### config.mk
export PLATFORM = sky130hd
export DESIGN_NAME = hba_regs
export DESIGN_NICKNAME = d
export VERILOG_FILES = /design/src/rtl/hba_regs_pkg.sv /design/src/rtl/hba_regs_decode.sv /design/src/rtl/hba_regs_global.sv /design/src/rtl/hba_regs_port.sv /design/src/rtl/hba_regs.sv
export SDC_FILE = /design/constraint.sdc
export NUM_CORES = 2
export LEC_CHECK = 0
export CAP_MARGIN = 30
export CORE_ASPECT_RATIO = 1.4
export CORE_MARGIN = 5
export CORE_UTILIZATION = 30
export DETAILED_ROUTE_END_ITERATION = 6
export MAX_ROUTING_LAYER = met4
export REMOVE_ABC_BUFFERS = 1
export SLEW_MARGIN = 15
export SYNTH_ARGS = -nofsm -noshare
export SYNTH_HDL_FRONTEND = slang
export SYNTH_HIERARCHICAL = 1
export SYNTH_SLANG_ARGS = --single-unit
### constraint.sdc
create_clock -name clk -period 5.3 [get_ports clk]
set_input_delay 1.325 -clock clk [delete_from_list [all_inputs] [get_ports clk]]
set_output_delay 1.325 -clock clk [all_outputs]
set_load 0.1 [all_outputs]
### src/rtl/hba_regs_pkg.sv
package hba_regs_pkg;

  // global register offsets (low byte of address)
  localparam logic [7:0] G_CAP  = 8'h00;
  localparam logic [7:0] G_CTL  = 8'h04;
  localparam logic [7:0] G_IST  = 8'h08;
  localparam logic [7:0] G_IMPL = 8'h0C;
  localparam logic [7:0] G_VER  = 8'h10;

  // per-port register offsets inside a 128-byte window
  localparam logic [6:0] P_IST  = 7'h10;
  localparam logic [6:0] P_IEN  = 7'h14;
  localparam logic [6:0] P_CMD  = 7'h18;
  localparam logic [6:0] P_TF   = 7'h20;
  localparam logic [6:0] P_LINK = 7'h28;
  localparam logic [6:0] P_SCTL = 7'h2C;
  localparam logic [6:0] P_CI   = 7'h38;

  localparam int unsigned PORT_BASE  = 256;
  localparam int unsigned WIN_SHIFT  = 7;
  localparam logic [31:0] IEN_KEEP   = 32'hFDC0_00FF;
  localparam logic [31:0] CMD_RST    = 32'h0000_0006;
  localparam logic [31:0] CTL_RST    = 32'h8000_0000;
  localparam logic [31:0] VER_WORD   = 32'h0001_0000;
  localparam logic [31:0] LINK_UP    = 32'h0000_0113;

  function automatic logic [31:0] ien_filter(input logic [31:0] d);
    return d & IEN_KEEP;
  endfunction

  function automatic logic [31:0] cmd_filter(input logic [31:0] d);
    logic [31:0] r;
    r = d & ~32'h0000_C000;
    r[15] = d[0];
    r[14] = d[4];
    return r;
  endfunction

  function automatic logic [31:0] ctl_filter(input logic [1:0] d);
    return {1'b1, 29'd0, d};
  endfunction

  function automatic logic [31:0] tf_word(input logic [7:0] err, input logic [7:0] sts);
    return {16'd0, err, sts};
  endfunction

  function automatic logic [31:0] link_word(input logic present);
    return present ? LINK_UP : 32'd0;
  endfunction

  function automatic logic [31:0] cap_word(input int np, input int ns);
    logic [31:0] r;
    r = '0;
    r[4:0]  = 5'(np - 1);
    r[12:8] = 5'(ns - 1);
    r[30]   = 1'b1;
    return r;
  endfunction

  function automatic logic [31:0] impl_word(input int np);
    logic [32:0] one;
    one = 33'd1 << np;
    return 32'(one - 33'd1);
  endfunction

endpackage

### src/rtl/hba_regs_decode.sv
module hba_regs_decode #(
  parameter int NPORTS = 4,
  parameter int ADDR_W = 12
) (
  input  logic [ADDR_W-1:0] addr,
  output logic              glb_hit,
  output logic              port_hit,
  output logic [NPORTS-1:0] port_sel
);
  import hba_regs_pkg::*;

  localparam int unsigned PORT_END = PORT_BASE + (NPORTS << WIN_SHIFT);

  logic [31:0] a32;
  logic [31:0] rel;
  logic        aligned;

  assign a32     = 32'(addr);
  assign rel     = a32 - 32'(PORT_BASE);
  assign aligned = (addr[1:0] == 2'b00);
  assign glb_hit  = aligned && (a32 < 32'(PORT_BASE));
  assign port_hit = aligned && (a32 >= 32'(PORT_BASE)) && (a32 < 32'(PORT_END));

  for (genvar i = 0; i < NPORTS; i++) begin : g_sel
    assign port_sel[i] = port_hit && (rel[31:WIN_SHIFT] == (32-WIN_SHIFT)'(i));
  end
endmodule

### src/rtl/hba_regs_global.sv
module hba_regs_global #(
  parameter int NPORTS = 4,
  parameter int NSLOTS = 32
) (
  input  logic              clk,
  input  logic              rst_n,
  input  logic              wr,
  input  logic [7:0]        off,
  input  logic [31:0]       wdata,
  input  logic [NPORTS-1:0] pend,
  output logic              hrst_req,
  output logic [31:0]       ctl_q,
  output logic [NPORTS-1:0] gist_q,
  output logic              irq,
  output logic [31:0]       rword
);
  import hba_regs_pkg::*;

  logic wr_ctl, wr_ist;
  logic [NPORTS-1:0] clr;

  assign wr_ctl   = wr && (off == G_CTL);
  assign wr_ist   = wr && (off == G_IST);
  assign hrst_req = wr_ctl && wdata[0];
  assign clr      = wr_ist ? wdata[NPORTS-1:0] : '0;

  always_ff @(posedge clk) begin
    if (!rst_n || hrst_req) begin
      ctl_q  <= CTL_RST;
      gist_q <= '0;
    end else begin
      if (wr_ctl) ctl_q <= ctl_filter(wdata[1:0]);
      gist_q <= (gist_q & ~clr) | pend;
    end
  end

  assign irq = (gist_q != '0) && ctl_q[1];

  always_comb begin
    case (off)
      G_CAP:   rword = cap_word(NPORTS, NSLOTS);
      G_CTL:   rword = ctl_q;
      G_IST:   rword = 32'(gist_q);
      G_IMPL:  rword = impl_word(NPORTS);
      G_VER:   rword = VER_WORD;
      default: rword = '0;
    endcase
  end
endmodule

### src/rtl/hba_regs_port.sv
module hba_regs_port #(
  parameter int NSLOTS = 32
) (
  input  logic              clk,
  input  logic              rst_n,
  input  logic              hrst,
  input  logic              wr,
  input  logic [6:0]        off,
  input  logic [31:0]       wdata,
  input  logic [31:0]       evt,
  input  logic [NSLOTS-1:0] ci_clr,
  input  logic [7:0]        tf_err,
  input  logic [7:0]        tf_sts,
  input  logic              present,
  output logic [31:0]       rword,
  output logic              pend,
  output logic [NSLOTS-1:0] ci_q,
  output logic              prst_q
);
  import hba_regs_pkg::*;

  logic [31:0] ist_q, ien_q, cmd_q, sctl_q;
  logic wr_ist, wr_ien, wr_cmd, wr_sctl, wr_ci;
  logic link_fire;

  assign wr_ist  = wr && (off == P_IST);
  assign wr_ien  = wr && (off == P_IEN);
  assign wr_cmd  = wr && (off == P_CMD);
  assign wr_sctl = wr && (off == P_SCTL);
  assign wr_ci   = wr && (off == P_CI);

  // link-reset field falls from 1 to 0
  assign link_fire = wr_sctl && (sctl_q[3:0] == 4'd1) && (wdata[3:0] == 4'd0);

  always_ff @(posedge clk) begin
    if (!rst_n || hrst) begin
      ist_q  <= '0;
      ien_q  <= '0;
      cmd_q  <= CMD_RST;
      sctl_q <= '0;
      ci_q   <= '0;
      prst_q <= rst_n && hrst;
    end else begin
      prst_q <= link_fire;
      if (wr_ien)  ien_q  <= ien_filter(wdata);
      if (wr_cmd)  cmd_q  <= cmd_filter(wdata);
      if (wr_sctl) sctl_q <= wdata;
      if (link_fire) begin
        ist_q <= '0;
        ci_q  <= '0;
      end else begin
        ist_q <= (ist_q & ~(wr_ist ? wdata : 32'd0)) | evt;
        ci_q  <= (ci_q & ~ci_clr) | (wr_ci ? wdata[NSLOTS-1:0] : '0);
      end
    end
  end

  assign pend = (ist_q & ien_q) != 32'd0;

  always_comb begin
    case (off)
      P_IST:   rword = ist_q;
      P_IEN:   rword = ien_q;
      P_CMD:   rword = cmd_q;
      P_TF:    rword = tf_word(tf_err, tf_sts);
      P_LINK:  rword = link_word(present);
      P_SCTL:  rword = sctl_q;
      P_CI:    rword = 32'(ci_q);
      default: rword = '0;
    endcase
  end
endmodule

### src/rtl/hba_regs.sv
module hba_regs #(
  parameter int NPORTS = 4,
  parameter int NSLOTS = 32,
  parameter int ADDR_W = 12
) (
  input  logic                     clk,
  input  logic                     rst_n,
  input  logic                     wr_en,
  input  logic                     rd_en,
  input  logic [ADDR_W-1:0]        addr,
  input  logic [31:0]              wdata,
  output logic [31:0]              rdata,
  input  logic [NPORTS*32-1:0]     port_evt,
  input  logic [NPORTS*NSLOTS-1:0] ci_clr,
  input  logic [NPORTS*8-1:0]      tf_err,
  input  logic [NPORTS*8-1:0]      tf_sts,
  input  logic [NPORTS-1:0]        dev_present,
  output logic [NPORTS*NSLOTS-1:0] cmd_issue,
  output logic [NPORTS-1:0]        port_rst,
  output logic                     irq
);

  logic              glb_hit, port_hit;
  logic [NPORTS-1:0] port_sel;
  logic [NPORTS-1:0] port_pend;
  logic              hrst_req;
  logic [31:0]       ghc_q;
  logic [NPORTS-1:0] gis_q;
  logic [31:0]       g_rword;
  logic [31:0]       port_rword [NPORTS];
  logic [31:0]       p_rword;
  logic [31:0]       rd_next;
  logic [31:0]       rdata_q;

  hba_regs_decode #(.NPORTS(NPORTS), .ADDR_W(ADDR_W)) u_dec (
    .addr     (addr),
    .glb_hit  (glb_hit),
    .port_hit (port_hit),
    .port_sel (port_sel)
  );

  hba_regs_global #(.NPORTS(NPORTS), .NSLOTS(NSLOTS)) u_glb (
    .clk      (clk),
    .rst_n    (rst_n),
    .wr       (wr_en && glb_hit),
    .off      (addr[7:0]),
    .wdata    (wdata),
    .pend     (port_pend),
    .hrst_req (hrst_req),
    .ctl_q    (ghc_q),
    .gist_q   (gis_q),
    .irq      (irq),
    .rword    (g_rword)
  );

  for (genvar i = 0; i < NPORTS; i++) begin : g_port
    hba_regs_port #(.NSLOTS(NSLOTS)) u_port (
      .clk     (clk),
      .rst_n   (rst_n),
      .hrst    (hrst_req),
      .wr      (wr_en && port_sel[i]),
      .off     (addr[6:0]),
      .wdata   (wdata),
      .evt     (port_evt[i*32 +: 32]),
      .ci_clr  (ci_clr[i*NSLOTS +: NSLOTS]),
      .tf_err  (tf_err[i*8 +: 8]),
      .tf_sts  (tf_sts[i*8 +: 8]),
      .present (dev_present[i]),
      .rword   (port_rword[i]),
      .pend    (port_pend[i]),
      .ci_q    (cmd_issue[i*NSLOTS +: NSLOTS]),
      .prst_q  (port_rst[i])
    );
  end

  always_comb begin
    p_rword = '0;
    for (int i = 0; i < NPORTS; i++) begin
      if (port_sel[i]) p_rword = p_rword | port_rword[i];
    end
  end

  assign rd_next = glb_hit ? g_rword : (port_hit ? p_rword : 32'd0);

  always_ff @(posedge clk) begin
    if (!rst_n) rdata_q <= '0;
    else if (rd_en) rdata_q <= rd_next;
  end

  assign rdata = rdata_q;
endmodule

==> impl_metrics.csv <==
group,metric,value,unit
clock_tree,cts_htree_levels,3,
logic_synthesis,yosys_warnings,6,
finish,num-fill-cells,9975,
floorplanning,floorplan.rows,135,
clock_tree,cts_setup_buffers,0,
critical_path,worstRegToRegCells,7,
min_path,class_of_the_worst_hold_path,"reg -> reg",
logic_synthesis,postSynthAreaPerCell,8.18,µm²
critical_path,critPathMostFrequentCell,"nand2_1",
floorplanning,die_h,379,µm
detailed_routing,drcViolationCount,1,
grt,grt_ovf,0,
floorplanning,fp.dieArea,104000,µm²
grt,grt_antenna_before_repair,15,
timing,clock_skews,0.0339,ns
detailed_routing,detailedRoute.firstPassIterationCount,7,
power,power_density,280,nW/µm²
critical_path,crit_buf_inv,2,
clock_tree,clk_latency,0.64,ns
timing,period_needed,4.26,ns
outcome,violations,"design-rule violations",
clock_tree,worst_setup_hold_path_clk_slew,0.06,ns
detailed_routing,post_drt_wl_per_cell,27.3,µm
clock_tree,cts_buffers,67,
detailed_routing,detail_route.iter0.violations,2905,
detailed_routing,vias,30600,
grt,groute.usage.overall,27.9,%
timing,layout_setup_ws,1.04,ns
logic_synthesis,syn-cell-area,29100,µm²
floorplanning,floorplan.io_pins,537,
clock_tree,tritoncts,"done",
critical_path,worst_setup_path_end_kind,"flip-flop",
grt,largest_net_degree_at_the_start_of_global_routing,78,
grt,grt_first_pass_wirelength,207,mm
finish,leading_cell_type_in_the_layout_fill_and_taps_excluded,"nand2_1",
clock_tree,clkSinkCount,614,
timing,finalHoldViolCount,0,
power,p_leak,13.4,nW
critical_path,critical_path.cell_chain,"clkdlybuf4s50_1, inv_1, ha_1, nor4b_1, nand2_1, nor3_2, and2_1, nor4bb_1, nand2_1, nand2_1, a21oi_1",
detailed_routing,drt_wl_total,149,mm
min_path,holdPathStages,2,
detailed_routing,ant_nets,0,
finish,fin_nets,4477,
clock_tree,clockRootBuffer,"clkbuf_16",
critical_path,crit_family,"simple AND/OR/NAND/NOR gates",
clock_tree,maximum_clock_insertion_buffer_count,3,
logic_synthesis,syn-instance-count,3560,
placed_design,detailed_place_hpwl,108,mm
critical_path,data_arrival_at_the_endpoint_of_the_critical_path,4.77,ns
detailed_routing,avgViaCountPerCell,5.60,
critical_path,worst-endpoint-required,5.81,ns
timing,fmaxAchievable,235,MHz
finish,drive_gt1_share,9.15,%
placed_design,dp_slack,0.500,ns
placed_design,port_buffers,536,
job,drv_cap,0,
timing,max_slew.worst_pin.slew,1.02,ns
timing,finalSetupViolations,0,
critical_path,crit_path_start_kind,"primary input",
clock_tree,post_cts_hold_buffer_count,0,
critical_path,timing.critical_path.depth,11,
power,vdd_drop_max,0.177,mV
floorplanning,floorplan.core_area,96600,µm²
timing,maxSlewHeadroom,32.0,%
timing,slew_viol_final,0,
floorplanning,die_width,273,µm
finish,most-common-layout-cells,"801 x nand2_1, 614 x dfxtp_1, 527 x clkdlybuf4s50_1, 437 x a21oi_1, 268 x a22oi_1",
critical_path,crit_slowest_cell,"clkdlybuf4s50_1",
critical_path,crit_path_max_fanout,17,
timing,post-route-period-util,80.4,%
clock_tree,cts-resized-gates,0,
grt,first_global_vias,28900,
critical_path,worst-setup-path-type,"in -> reg",
finish,area_delta_synth_final,34.3,%
placed_design,finalWeightedCongestion,0.960,
outcome,outcome,"complete, but fails checks",
critical_path,critPathMaxStageDelay,0.57,ns
timing,rsz0062_at_grt,"false",
timing,whs,0.455,ns
floorplanning,starting_density_of_the_core,30.2,%
[metal layers]
layer  GRT usage (%)  vias to the layer above  wire length, µm
met1            34.1                    14800            58300
met5               -                        -                0
met2            42.1                     1631            66600
li1                -                    13800                -
met3            5.65                      397            13000
met4            17.7                        0            11100
[worst min-delay path: stages, from the launching register on]
cell and delay (ns):
dfxtp_1 0.31, nand2_1 0.05, a21oi_1 0.05
[worst paths after layout]
path / slack [ns] / endpoint / from
hold reg to reg: 0.46 / g_port[2].u_port/cmd_q[5] / g_port[2].u_port/cmd_q[5]
setup reg to reg: 3.25 / rdata[1] / g_port[2].u_port/ien_q[1]
hold / removal: 0.46 / g_port[2].u_port/cmd_q[5] / g_port[2].u_port/cmd_q[5]
setup / recovery: 1.04 / g_port[0].u_port/ien_q[6] / addr[8]
[sequential cells by signal (all words and copies together), names as in the netlist, 4 cells and up]
| register | count |
|---|---|
| g_port.u_port/ci_q | 128 |
| g_port.u_port/ist_q | 128 |
| g_port.u_port/sctl_q | 128 |
| g_port.u_port/cmd_q | 120 |
| g_port.u_port/ien_q | 68 |
| rdata | 32 |
| g_port.u_port/prst_q | 4 |
| u_glb/gist_q | 4 |
[through the flow]
stage          std cells  setup TNS, ns  power (mW)  instance area [µm²]  utilization [%]
2_1_floorplan       3286       -2390.01        5.16                27600                -
3_3_place_gp        5311              0        5.91                36200             37.5
3_5_place_dp        5334              0        5.95                36800             38.1
4_1_cts             5453              0        11.0                39100             40.5
5_1_grt             5467              0        11.2                39100             40.5
6_report            5469              0        11.0                39100             40.5
[report_power, final]
group | switching, mW | total, mW | internal [mW]
clock | 2.11 | 5.08 | 2.97
sequential | 0.0658 | 4.76 | 4.69
combinational | 0.644 | 1.11 | 0.466
[cell type report]
type	instances	area [µm²]	share of cell area (%)
multi-input combinational	2648	15300	39.1
clock inverter	26	362	0.924
antenna	16	40.0	0.102
clock buffer	93	1950	4.98
sequential	614	12300	31.4
timing repair buffer	747	7470	19.1
tap	1301	1630	4.16
inverter	24	90.1	0.230
No activity file was read; power rests on OpenSTA's default activity.
